===== src/rtl/spi_cfg_pkg.sv =====
package spi_cfg_pkg;

    localparam int CMD_W      = 16;
    localparam int SCRIPT_LEN = 30;
    localparam int IDX_W      = $clog2(SCRIPT_LEN);
    localparam int FIRST_WR   = 2;
    localparam int LAST_WR    = 19;
    localparam int CAL_POS    = 20;

    typedef enum logic [1:0] {SQ_IDLE, SQ_SEND, SQ_GAP} seq_state_t;
    typedef enum logic [1:0] {FE_IDLE, FE_LOW, FE_HIGH} fe_state_t;

    // Power-up value for peripheral register r (0..17)
    function automatic logic [7:0] reg_init(input int r);
        logic [7:0] v;
        case (r)
            0:  v = 8'hDE;
            1:  v = 8'h20;
            2:  v = 8'h28;
            3:  v = 8'h02;
            4:  v = 8'h90;
            8:  v = 8'h2C;
            9:  v = 8'h11;
            10: v = 8'h08;
            11: v = 8'h15;
            12: v = 8'h36;
            14, 15, 16, 17: v = 8'hFF;
            default: v = 8'h00;
        endcase
        return v;
    endfunction

    function automatic logic cfg_is_write(input int i);
        return (i >= FIRST_WR) && (i <= LAST_WR);
    endfunction

    function automatic logic [CMD_W-1:0] cfg_word(input int i);
        logic [CMD_W-1:0] w;
        if (cfg_is_write(i))
            w = {8'h80 | 8'(i - FIRST_WR), reg_init(i - FIRST_WR)};
        else if (i == CAL_POS)
            w = 16'h5500;
        else
            w = 16'hFF00;  // read of register 63, used as filler
        return w;
    endfunction

    function automatic logic [CMD_W-1:0] cfg_echo(input int i);
        return {8'hFF, reg_init(i - FIRST_WR)};
    endfunction

endpackage


===== src/rtl/spi_cfg_rom.sv =====
module spi_cfg_rom
    import spi_cfg_pkg::*;
(
    input  logic [IDX_W-1:0] tx_idx_i,
    input  logic [IDX_W-1:0] chk_idx_i,
    input  logic             chk_en_i,
    input  logic [CMD_W-1:0] rx_i,
    output logic [CMD_W-1:0] tx_word_o,
    output logic             echo_bad_o
);
    always_comb begin
        tx_word_o  = cfg_word(int'(tx_idx_i));
        echo_bad_o = chk_en_i && cfg_is_write(int'(chk_idx_i))
                     && (rx_i != cfg_echo(int'(chk_idx_i)));
    end
endmodule


===== src/rtl/spi_word_engine.sv =====
module spi_word_engine
    import spi_cfg_pkg::*;
#(
    parameter int W       = 16,
    parameter int CLK_DIV = 32
) (
    input  logic         clk,
    input  logic         rst_n,
    input  logic         go_i,
    input  logic [W-1:0] tx_i,
    input  logic         miso_i,
    output logic         sclk_o,
    output logic         csn_o,
    output logic         mosi_o,
    output logic         done_o,
    output logic [W-1:0] rx_o
);
    localparam int HALF  = CLK_DIV / 2;
    localparam int CNT_W = $clog2(HALF) + 1;
    localparam int BIT_W = $clog2(W);

    fe_state_t        st_q, st_d;
    logic [CNT_W-1:0] cnt_q;
    logic [BIT_W-1:0] bit_q;
    logic [W-1:0]     sh_q, rx_q;
    logic             half_end, last_bit;

    assign half_end = (cnt_q == CNT_W'(HALF - 1));
    assign last_bit = (bit_q == BIT_W'(W - 1));
    assign mosi_o   = sh_q[W-1];
    assign rx_o     = rx_q;

    always_comb begin
        st_d = st_q;
        unique case (st_q)
            FE_IDLE: if (go_i)     st_d = FE_LOW;
            FE_LOW:  if (half_end) st_d = FE_HIGH;
            FE_HIGH: if (half_end) st_d = last_bit ? FE_IDLE : FE_LOW;
            default:               st_d = FE_IDLE;
        endcase
    end

    always_ff @(posedge clk or negedge rst_n) begin
        if (!rst_n) st_q <= FE_IDLE;
        else        st_q <= st_d;
    end

    always_ff @(posedge clk or negedge rst_n) begin
        if (!rst_n) begin
            csn_o  <= 1'b1;
            sclk_o <= 1'b0;
            done_o <= 1'b0;
            cnt_q  <= '0;
            bit_q  <= '0;
            sh_q   <= '0;
            rx_q   <= '0;
        end else begin
            done_o <= 1'b0;
            unique case (st_q)
                FE_IDLE: if (go_i) begin
                    csn_o <= 1'b0;
                    sh_q  <= tx_i;
                    cnt_q <= '0;
                    bit_q <= '0;
                end
                FE_LOW: if (half_end) begin
                    cnt_q  <= '0;
                    sclk_o <= 1'b1;
                    rx_q   <= {rx_q[W-2:0], miso_i};
                end else cnt_q <= cnt_q + 1'b1;
                FE_HIGH: if (half_end) begin
                    cnt_q  <= '0;
                    sclk_o <= 1'b0;
                    if (last_bit) begin
                        csn_o  <= 1'b1;
                        done_o <= 1'b1;
                    end else begin
                        bit_q <= bit_q + 1'b1;
                        sh_q  <= sh_q << 1;
                    end
                end else cnt_q <= cnt_q + 1'b1;
                default: ;
            endcase
        end
    end

    // Observation of pin activity for the timing properties
    logic        sclk_d, csn_d;
    logic [15:0] run_q;
    always_ff @(posedge clk or negedge rst_n) begin
        if (!rst_n) begin
            sclk_d <= 1'b0;
            csn_d  <= 1'b1;
            run_q  <= '0;
        end else begin
            sclk_d <= sclk_o;
            csn_d  <= csn_o;
            run_q  <= ((sclk_o != sclk_d) || (csn_o != csn_d)) ? 16'd1 : run_q + 16'd1;
        end
    end

    // mode 0, clock low when chip select moves
    p_csn_edge_sclk_low_r3: assert property (@(posedge clk) disable iff (!rst_n)
        (csn_o != csn_d) |-> !sclk_o);
    // clock idles low outside a frame
    p_idle_sclk_low_r1: assert property (@(posedge clk) disable iff (!rst_n)
        csn_o |-> !sclk_o);
    // each clock level lasts half the divider
    p_half_period_r4: assert property (@(posedge clk) disable iff (!rst_n)
        (!csn_o && (sclk_o != sclk_d)) |-> (run_q == 16'(HALF)));
endmodule


===== src/rtl/spi_cfg_seq.sv =====
module spi_cfg_seq
    import spi_cfg_pkg::*;
#(
    parameter int CLK_DIV    = 32,
    parameter int GAP_CYCLES = 4
) (
    input  logic             clk,
    input  logic             rst_n,
    input  logic             start_i,
    output logic             sclk_o,
    output logic             csn_o,
    output logic             mosi_o,
    input  logic             miso_i,
    output logic             done_o,
    output logic             error_o,
    output logic [IDX_W-1:0] err_idx_o
);
    localparam int GAP_W = $clog2(GAP_CYCLES) + 1;
    localparam logic [IDX_W-1:0] LAST_IDX = IDX_W'(SCRIPT_LEN - 1);

    seq_state_t       st_q, st_d;
    logic [IDX_W-1:0] idx_q, chk_idx;
    logic [GAP_W-1:0] gap_q;
    logic             go_q, fr_done, echo_bad, gap_end;
    logic [CMD_W-1:0] tx_word, rx_word;

    assign chk_idx = idx_q - IDX_W'(FIRST_WR);
    assign gap_end = (gap_q == GAP_W'(GAP_CYCLES - 1));

    spi_cfg_rom u_rom (
        .tx_idx_i  (idx_q),
        .chk_idx_i (chk_idx),
        .chk_en_i  (idx_q >= IDX_W'(FIRST_WR)),
        .rx_i      (rx_word),
        .tx_word_o (tx_word),
        .echo_bad_o(echo_bad)
    );

    spi_word_engine #(.W(CMD_W), .CLK_DIV(CLK_DIV)) u_eng (
        .clk   (clk),
        .rst_n (rst_n),
        .go_i  (go_q),
        .tx_i  (tx_word),
        .miso_i(miso_i),
        .sclk_o(sclk_o),
        .csn_o (csn_o),
        .mosi_o(mosi_o),
        .done_o(fr_done),
        .rx_o  (rx_word)
    );

    always_comb begin
        st_d = st_q;
        unique case (st_q)
            SQ_IDLE: if (start_i) st_d = SQ_SEND;
            SQ_SEND: if (fr_done) st_d = (idx_q == LAST_IDX) ? SQ_IDLE : SQ_GAP;
            SQ_GAP:  if (gap_end) st_d = SQ_SEND;
            default:              st_d = SQ_IDLE;
        endcase
    end

    always_ff @(posedge clk or negedge rst_n) begin
        if (!rst_n) st_q <= SQ_IDLE;
        else        st_q <= st_d;
    end

    always_ff @(posedge clk or negedge rst_n) begin
        if (!rst_n) begin
            idx_q     <= '0;
            gap_q     <= '0;
            go_q      <= 1'b0;
            done_o    <= 1'b0;
            error_o   <= 1'b0;
            err_idx_o <= '0;
        end else begin
            go_q   <= 1'b0;
            done_o <= 1'b0;
            unique case (st_q)
                SQ_IDLE: if (start_i) begin
                    idx_q     <= '0;
                    go_q      <= 1'b1;
                    error_o   <= 1'b0;
                    err_idx_o <= '0;
                end
                SQ_SEND: if (fr_done) begin
                    if (echo_bad && !error_o) begin
                        error_o   <= 1'b1;
                        err_idx_o <= chk_idx;
                    end
                    gap_q <= '0;
                    if (idx_q == LAST_IDX) done_o <= 1'b1;
                end
                SQ_GAP: if (gap_end) begin
                    idx_q <= idx_q + 1'b1;
                    go_q  <= 1'b1;
                end else gap_q <= gap_q + 1'b1;
                default: ;
            endcase
        end
    end

    // done is a single-cycle pulse
    p_done_pulse_r9: assert property (@(posedge clk) disable iff (!rst_n)
        done_o |=> !done_o);
    // done follows the end of the last frame by one clock
    p_done_after_last_r9: assert property (@(posedge clk) disable iff (!rst_n)
        ($rose(csn_o) && idx_q == LAST_IDX) |=> done_o);
    // once set during a run, error stays set
    p_err_hold_r7: assert property (@(posedge clk) disable iff (!rst_n)
        (error_o && st_q != SQ_IDLE) |=> error_o);
    // the recorded index never moves after the first mismatch
    p_idx_hold_r7: assert property (@(posedge clk) disable iff (!rst_n)
        (error_o && st_q != SQ_IDLE) |=> $stable(err_idx_o));
    // start during a run cannot clear error
    p_busy_start_r10: assert property (@(posedge clk) disable iff (!rst_n)
        (st_q != SQ_IDLE && start_i && error_o) |=> error_o);
endmodule


===== config.mk =====
export PLATFORM = sky130hd
export DESIGN_NAME = spi_cfg_seq
export DESIGN_NICKNAME = d
export VERILOG_FILES = /design/src/rtl/spi_cfg_pkg.sv /design/src/rtl/spi_cfg_rom.sv /design/src/rtl/spi_word_engine.sv /design/src/rtl/spi_cfg_seq.sv
export SDC_FILE = /design/constraint.sdc
export NUM_CORES = 1
export LEC_CHECK = 0
export ABC_AREA = 1
export BUFFER_PORTS_ARGS = -buffer_cell sky130_fd_sc_hd__buf_2
export CAP_MARGIN = 15
export CELL_PAD_IN_SITES_DETAIL_PLACEMENT = 2
export CELL_PAD_IN_SITES_GLOBAL_PLACEMENT = 2
export CORE_UTILIZATION = 40
export DETAILED_ROUTE_END_ITERATION = 12
export HOLD_SLACK_MARGIN = 0.12
export PLACE_DENSITY_LB_ADDON = 0.1
export SETUP_SLACK_MARGIN = 0.5
export SYNTH_ARGS = -nofsm -noshare
export SYNTH_HDL_FRONTEND = slang
export SYNTH_HIERARCHICAL = 1
export SYNTH_SLANG_ARGS = --single-unit
export TNS_END_PERCENT = 5

===== constraint.sdc =====
create_clock -name clk -period 8.5 [get_ports clk]
set_clock_uncertainty 0.05 [all_clocks]
set_input_delay 0.425 -clock clk [delete_from_list [all_inputs] [get_ports clk]]
set_output_delay 0.425 -clock clk [all_outputs]
set_load 0.005 [all_outputs]

Yosys cells after proc, flatten, opt, wreduce, memory -nomap -nowiden. Memory sizes are Yosys's and may differ from the RTL's. Index checks and enable logic that the tools add are counted.

Bits in registers: 64. Latch bits: 0. Memories: 2. ROM bits: 512. Memory bits (writable): 0. Input port bits: 4. Output and inout port bits: 10. Logic and storage cells: 130.

Order comparisons: 5. Multipliers: 0. Muxes and demuxes: 54. Add/subtract/negate cells: 7. Reduce and logical (&&, ||, !) cells: 27. Shifts and indexed selects: 0. Bitwise gates (word level): 0. Equality and inequality tests: 20. Divide/modulo/power cells: 0.

Memories: (no name shown) (depth 32, bits a word 8, rd ports 1, clocked after Yosys merged registers in 0, write ports 0, line spi_cfg_pkg.sv:16) `case (r)`; (no name shown) (depth 32, bits a word 8, rd ports 1, clocked after Yosys merged registers in 0, write ports 0, line spi_cfg_pkg.sv:16).

Operators by type and width (count): $mux 16 (5); $logic_not 27->1 (2); $pmux 16 s2 (1); $mux 5 (6); $pmux 5 s2 (3); $mux 1 (17); $mux 8 (2); $ne 16x16->1 (1); $ge 5x2->1 const B (3); $reduce_and 3->1 (5); $mux 2 (7); $mux 4 (3); $ne 2x2->1 const B (6); $pmux 2 s3 (2); $reduce_and 4->1 (3); $reduce_bool 2->1 (6); $sub 5x2->6 const B (2); $add 5x1->5 const B (2); $eq 5x5->1 const B (2); $le 5x5->1 const B (2); $ne 2x1->1 const B (4); $pmux 1 s2 (4); $pmux 4 s2 (1); $mux 3 (2); 14 further kinds (22).

Logic depth before layout (Yosys ltp).
Depth in word-level cells: 10. Depth in mapped cells: 24.

Modules after synthesis. The synthesis kept the hierarchy.

Modules (own cells, without submodules): spi_word_engine (times used 1, seq. area each 1152.4 um^2, cells an instance 290, area each 2366.0 um^2); spi_cfg_rom (times used 1, seq. area each 0.0 um^2, cells an instance 201, area each 1053.5 um^2); spi_cfg_seq (times used 1, seq. area each 450.4 um^2, cells an instance 114, area each 974.7 um^2).

Worst setup path after synthesis. Ideal clock, no wire load.

Kind: register -> register. Start: register idx_q[1]. End: register error_o. Data required time: 8.329 ns. Arrival time: 2.942 ns. Setup slack: 5.388 ns. Setup time: 0.121 ns. Cell stages (with the launch flop): 23. Clock period less this slack: 3.112 ns. Cells stage by stage: dfrtp_1 inv_1 ha_1 inv_1 inv_1 ha_1 or2_2 nand2_1 nand2_1 nand2_2 nand3_2 nand2_1 nand2_1 nor2_1 nand3_1 nor2_1 nor2_1 nand2_1 nand2_1 nand2_1 nor2_8 nand2_1 o21ai_1.

Word-level cells in the longest chain between the ends: 9. Elaborated cells on any way between the ends: 15. Classes of those cells: add/sub (2); order compare (3); eq/ne (2); mux (1); reduce/logical (6); memory (1).

RTL lines: start, declared (line spi_cfg_seq.sv:22) `logic [IDX_W-1:0] idx_q, chk_idx;`; start signal, assigned (line spi_cfg_seq.sv:94) `idx_q <= idx_q + 1'b1;`; $sub 5x2->5 * (line spi_cfg_seq.sv:27) `assign chk_idx = idx_q - IDX_W'(FIRST_WR);`; named net chk_idx[1] (line spi_cfg_seq.sv:22); $sub 5x2->6 (line spi_cfg_pkg.sv:49) `return {8'hFF, reg_init(i - FIRST_WR)};`; $mem_v2 32x8 / $logic_not 27->1 (equally long branches); $mux 8 (line spi_cfg_pkg.sv:16); $ne 16x16->1 (line spi_cfg_rom.sv:14) `&& (rx_i != cfg_echo(int'(chk_idx_i)));`; $logic_and 1x1->1 * (line spi_cfg_rom.sv:14); named net echo_bad (line spi_cfg_seq.sv:24) `logic go_q, fr_done, echo_bad, gap_end;`; $logic_and 1x1->1 * (line spi_cfg_seq.sv:86) `if (echo_bad && !error_o) begin`; $ne 2x2->1 (no line) *; $reduce_and 4->1 (no line) *; end signal, assigned (line spi_cfg_seq.sv:73) `error_o <= 1'b0;`; end signal, assigned (line spi_cfg_seq.sv:82) `error_o <= 1'b0;`; end signal, assigned (line spi_cfg_seq.sv:87) `error_o <= 1'b1;`; end, declared (line spi_cfg_seq.sv:15) `output logic error_o,`.

The timed path passes the listed nets; every way through them passes the cells marked *. A chain may end at the register's enable or synchronous reset.

Worst setup path after layout.
Start: register idx_q[1]. End: register err_idx_o[2].

Word-level cells in the longest chain between the ends: 9. Elaborated cells on any way between the ends: 18. Classes of those cells: add/sub (2); order compare (3); eq/ne (2); mux (4); reduce/logical (6); memory (1).

RTL lines: $sub 5x2->5 * (line spi_cfg_seq.sv:27); named net chk_idx[1] (line spi_cfg_seq.sv:22); $sub 5x2->6 (line spi_cfg_pkg.sv:49); $mem_v2 32x8 / $logic_not 27->1 (equally long branches); $mux 8 (line spi_cfg_pkg.sv:16); $ne 16x16->1 (line spi_cfg_rom.sv:14); $logic_and 1x1->1 * (line spi_cfg_rom.sv:14); named net echo_bad (line spi_cfg_seq.sv:24); $logic_and 1x1->1 * (line spi_cfg_seq.sv:86); $ne 2x2->1 (no line) *; $reduce_and 4->1 (no line) *; end signal, assigned (line spi_cfg_seq.sv:88) `err_idx_o <= chk_idx;`; end, declared (line spi_cfg_seq.sv:16) `output logic [IDX_W-1:0] err_idx_o`.

The timed path passes the listed nets; every way through them passes the cells marked *. The select of a mux whose other input is x is not followed.

==> impl_metrics.yaml <==
synth:
  synth_edf_count: 0
  synth.most_common_cell: "nand2_1"
  synth_area_leader_cell: "dfrtp_1"
  ys_ff_latch: 64
  synth_top_area_share_pct: 35.9
  netlist_top_cells_count: "243 x nand2_1, 63 x dfrtp_1, 57 x inv_1, 38 x nand3_1, 36 x nor2_1"
  netlist_area_sq_mm: 0.00439
  syn_inst: 605
  synth_area_leaders: "dfrtp_1 36%, nand2_1 21%, ha_1 8.0%, inv_1 4.9%, nand3_1 4.3%"
  synth_nets: 637
  synth-main-ff-cell: "dfrtp_1"
  ys_warn_count: 6
  syn_area_per_cell_sq_um: 7.26
  ys_async_sr_fraction_pct: 100
  synth_cell_type_count: 40
  seq_area_frac_synth_pct: 36.5
cells_and_area:
  nets: 644
  final_area_sq_mm: 0.00464
  synthToLayoutAreaGrowth_pct: 5.52
  n_antenna_cell: 0
  layout-drive-gt1-share_pct: 11.2
die:
  die_h_microns: 107
  die_x_microns: 107
  coreArea_sq_mm: 0.0105
  start_util_pct: 41.8
  rows: 37
  ios: 14
  die_area_sq_mm: 0.0114
critical_path:
  crit_arrival_ns: 4.17
  critPathKind: "register to register"
  critical_path.max_fanout: 16
  startpoint_type: "register"
  crit_path_end_kind: "register"
  worstPathRequired_ns: 8.70
routing:
  drt_iter0_drc: 112
  drtPass1Iterations: 4
  drc: 0
  vias: 4041
  vias_per_cell: 5.37
  drtAntennaViolNets: 0
  detail_route.wirelength_mm: 13.1
  wl_per_cell_microns: 17.4
global_routing:
  overflow: 0
  grt_pass1_wl_mm: 22.2
  grt_max_degree: 65
  grt_pass1_vias: 4469
  grt_usage_pct: 25.1
  antenna_found_initial: 0
timing:
  finalSetupTns_ns: 0
  post-route-min-period_ns: 3.98
  tightest_slew_ns: 1.06
  period_share_pct: 46.8
  hold_ws_ns: 0.194
  grt_setup_unrepaired: "no"
  final-hold-violation-count: 0
  setup_violations: 0
  fmax_mhz: 251
  finalMaxSlewViolations: 0
  slew_headroom_pct: 29.7
job:
  cap_violations: 0
clock_tree:
  clk_path_buf_depth: 2
  postCtsHoldBufs: 0
  cts_resized: 0
  cts_tree: "built"
  postCtsSetupBuffers: 0
  cts.reportedPaths.clkPinSlew_ns: 0.08
  cts_root_buffer: "clkbuf_8"
  clock_latency_ns: 0.37
  cts_buffers: 9
  clock_sinks: 64
  htreeDepth: 3
hold_path:
  min_path_type: "primary input to async pin"
placement:
  globalplace.congestion: 0.822
  hpwlAfterDp_mm: 9.24
  port_buffers: 13
  dpl_cell_area_sq_mm: 0.00446
power:
  ir_worst_vdd_mv: 0.122
  leakage_nw: 2.50
  p_per_area_mw_per_mm2: 186
  power_mw: 0.862
run_status:
  status: "finished, final reports clean"
==> routing by layer <==
| metal | wire length (microns) | up-vias | share of wire [%] | GRT usage (%) |
|---|---|---|---|---|
| met5 | 0 | - | 0 | 0 |
| met4 | 217 | 0 | 1.7 | 9.39 |
| met3 | 202 | 13 | 1.5 | 3.34 |
| met2 | 6730 | 36 | 51 | 45.3 |
| met1 | 5960 | 2050 | 45 | 30.0 |
| li1 | - | 1942 | - | - |
==> layout make-up <==
type | instances | area (sq um)
Inverter | 60 | 225
Sequential cell | 64 | 1600
Multi-Input combinational cell | 462 | 2390
Clock buffer | 12 | 155
Timing Repair Buffer | 15 | 80.1
Tap cell | 136 | 170
Fill cell | 1261 | 5870
Clock inverter | 3 | 17.5
==> worst paths after layout <==
path                                 from             end  slack, ns  cells past startpoint
min in group clk                   miso_i   u_eng/rx_o[0]       0.27                      3
hold reg to reg            u_eng/sh_q[15]  u_eng/sh_q[15]       0.43                      2
setup / recovery                 idx_q[1]    err_idx_o[2]       4.52                     23
setup reg to reg                 idx_q[1]    err_idx_o[2]       4.52                     23
hold / removal                      rst_n   u_eng/sh_q[2]       0.19                      2
max in group asynchronous           rst_n   u_eng/rx_o[4]       7.65                      2
==> where the power goes <==
part	switching (mW)	total (mW)	leakage (nW)	internal (mW)
Clock	0.130	0.249	0.0882	0.119
Combinational	0.174	0.253	1.57	0.0792
Sequential	0.0278	0.359	0.840	0.331
Total	0.332	0.862	2.50	0.530
==> per-stage QoR <==
step	worst slack [ns]	utilization, %	std cells
2_1_floorplan	5.39	-	605
3_3_place_gp	4.98	42.5	737
3_5_place_dp	4.70	42.5	737
4_1_cts	4.52	44.1	752
5_1_grt	4.17	44.1	752
6_report	4.52	44.1	752
==> cell families (layout without fill, tap and decap cells) <==
group,Yosys count,after routing,synth area share (%)
adder cells (fa/ha/maj),28,28,7.97
AND/OR/NAND/NOR,385,385,39.6
buffers and inverters,79,90,9.23
flip-flops,64,64,36.5
AO/OA/AOI/OAI,44,44,5.69
multiplexers,1,1,0.228
XOR/XNOR,4,4,0.797
==> cell usage in the layout (no fill, tap or decap), drive strengths merged, types with 12 or more instances in the layout <==
| master | netlist | routed |
|---|---|---|
| a21oi | 12 | 12 |
| buf | 17 | 15 |
| clkbuf | 2 | 12 |
| dfrtp | 63 | 63 |
| ha | 28 | 28 |
| inv | 60 | 60 |
| nand2 | 256 | 256 |
| nand3 | 49 | 49 |
| nand4 | 29 | 29 |
| nor2 | 42 | 42 |
| o21ai | 21 | 21 |
==> flip-flops by register name, indices dropped and copies added (netlist names), 2 cells and up <==
name,cells
err_idx_o,5
idx_q,5
u_eng/st_q,2
u_eng/bit_q,4
st_q,2
u_eng/sh_q,16
gap_q,3
u_eng/rx_o,16
u_eng/cnt_q,5
==> critical path, cell delays in order (launching register included) <==
cell     delay (ns)
dfrtp_1        0.67
inv_1          0.35
ha_1           0.38
inv_1          0.13
inv_1          0.09
ha_1           0.22
inv_1          0.10
nand2_1        0.12
nand2_1        0.26
nand2_1        0.10
nand2_1        0.08
nand2_1        0.09
nand3_1        0.09
nand2_1        0.08
nand2_1        0.08
nor2_1         0.05
nand3_1        0.09
nor2_1         0.05
nor2_1         0.12
nand2_1        0.08
nand2_1        0.08
nand4_1        0.25
nand2_1        0.17
nand2_1        0.09
Power figures use the tool's default switching activity.
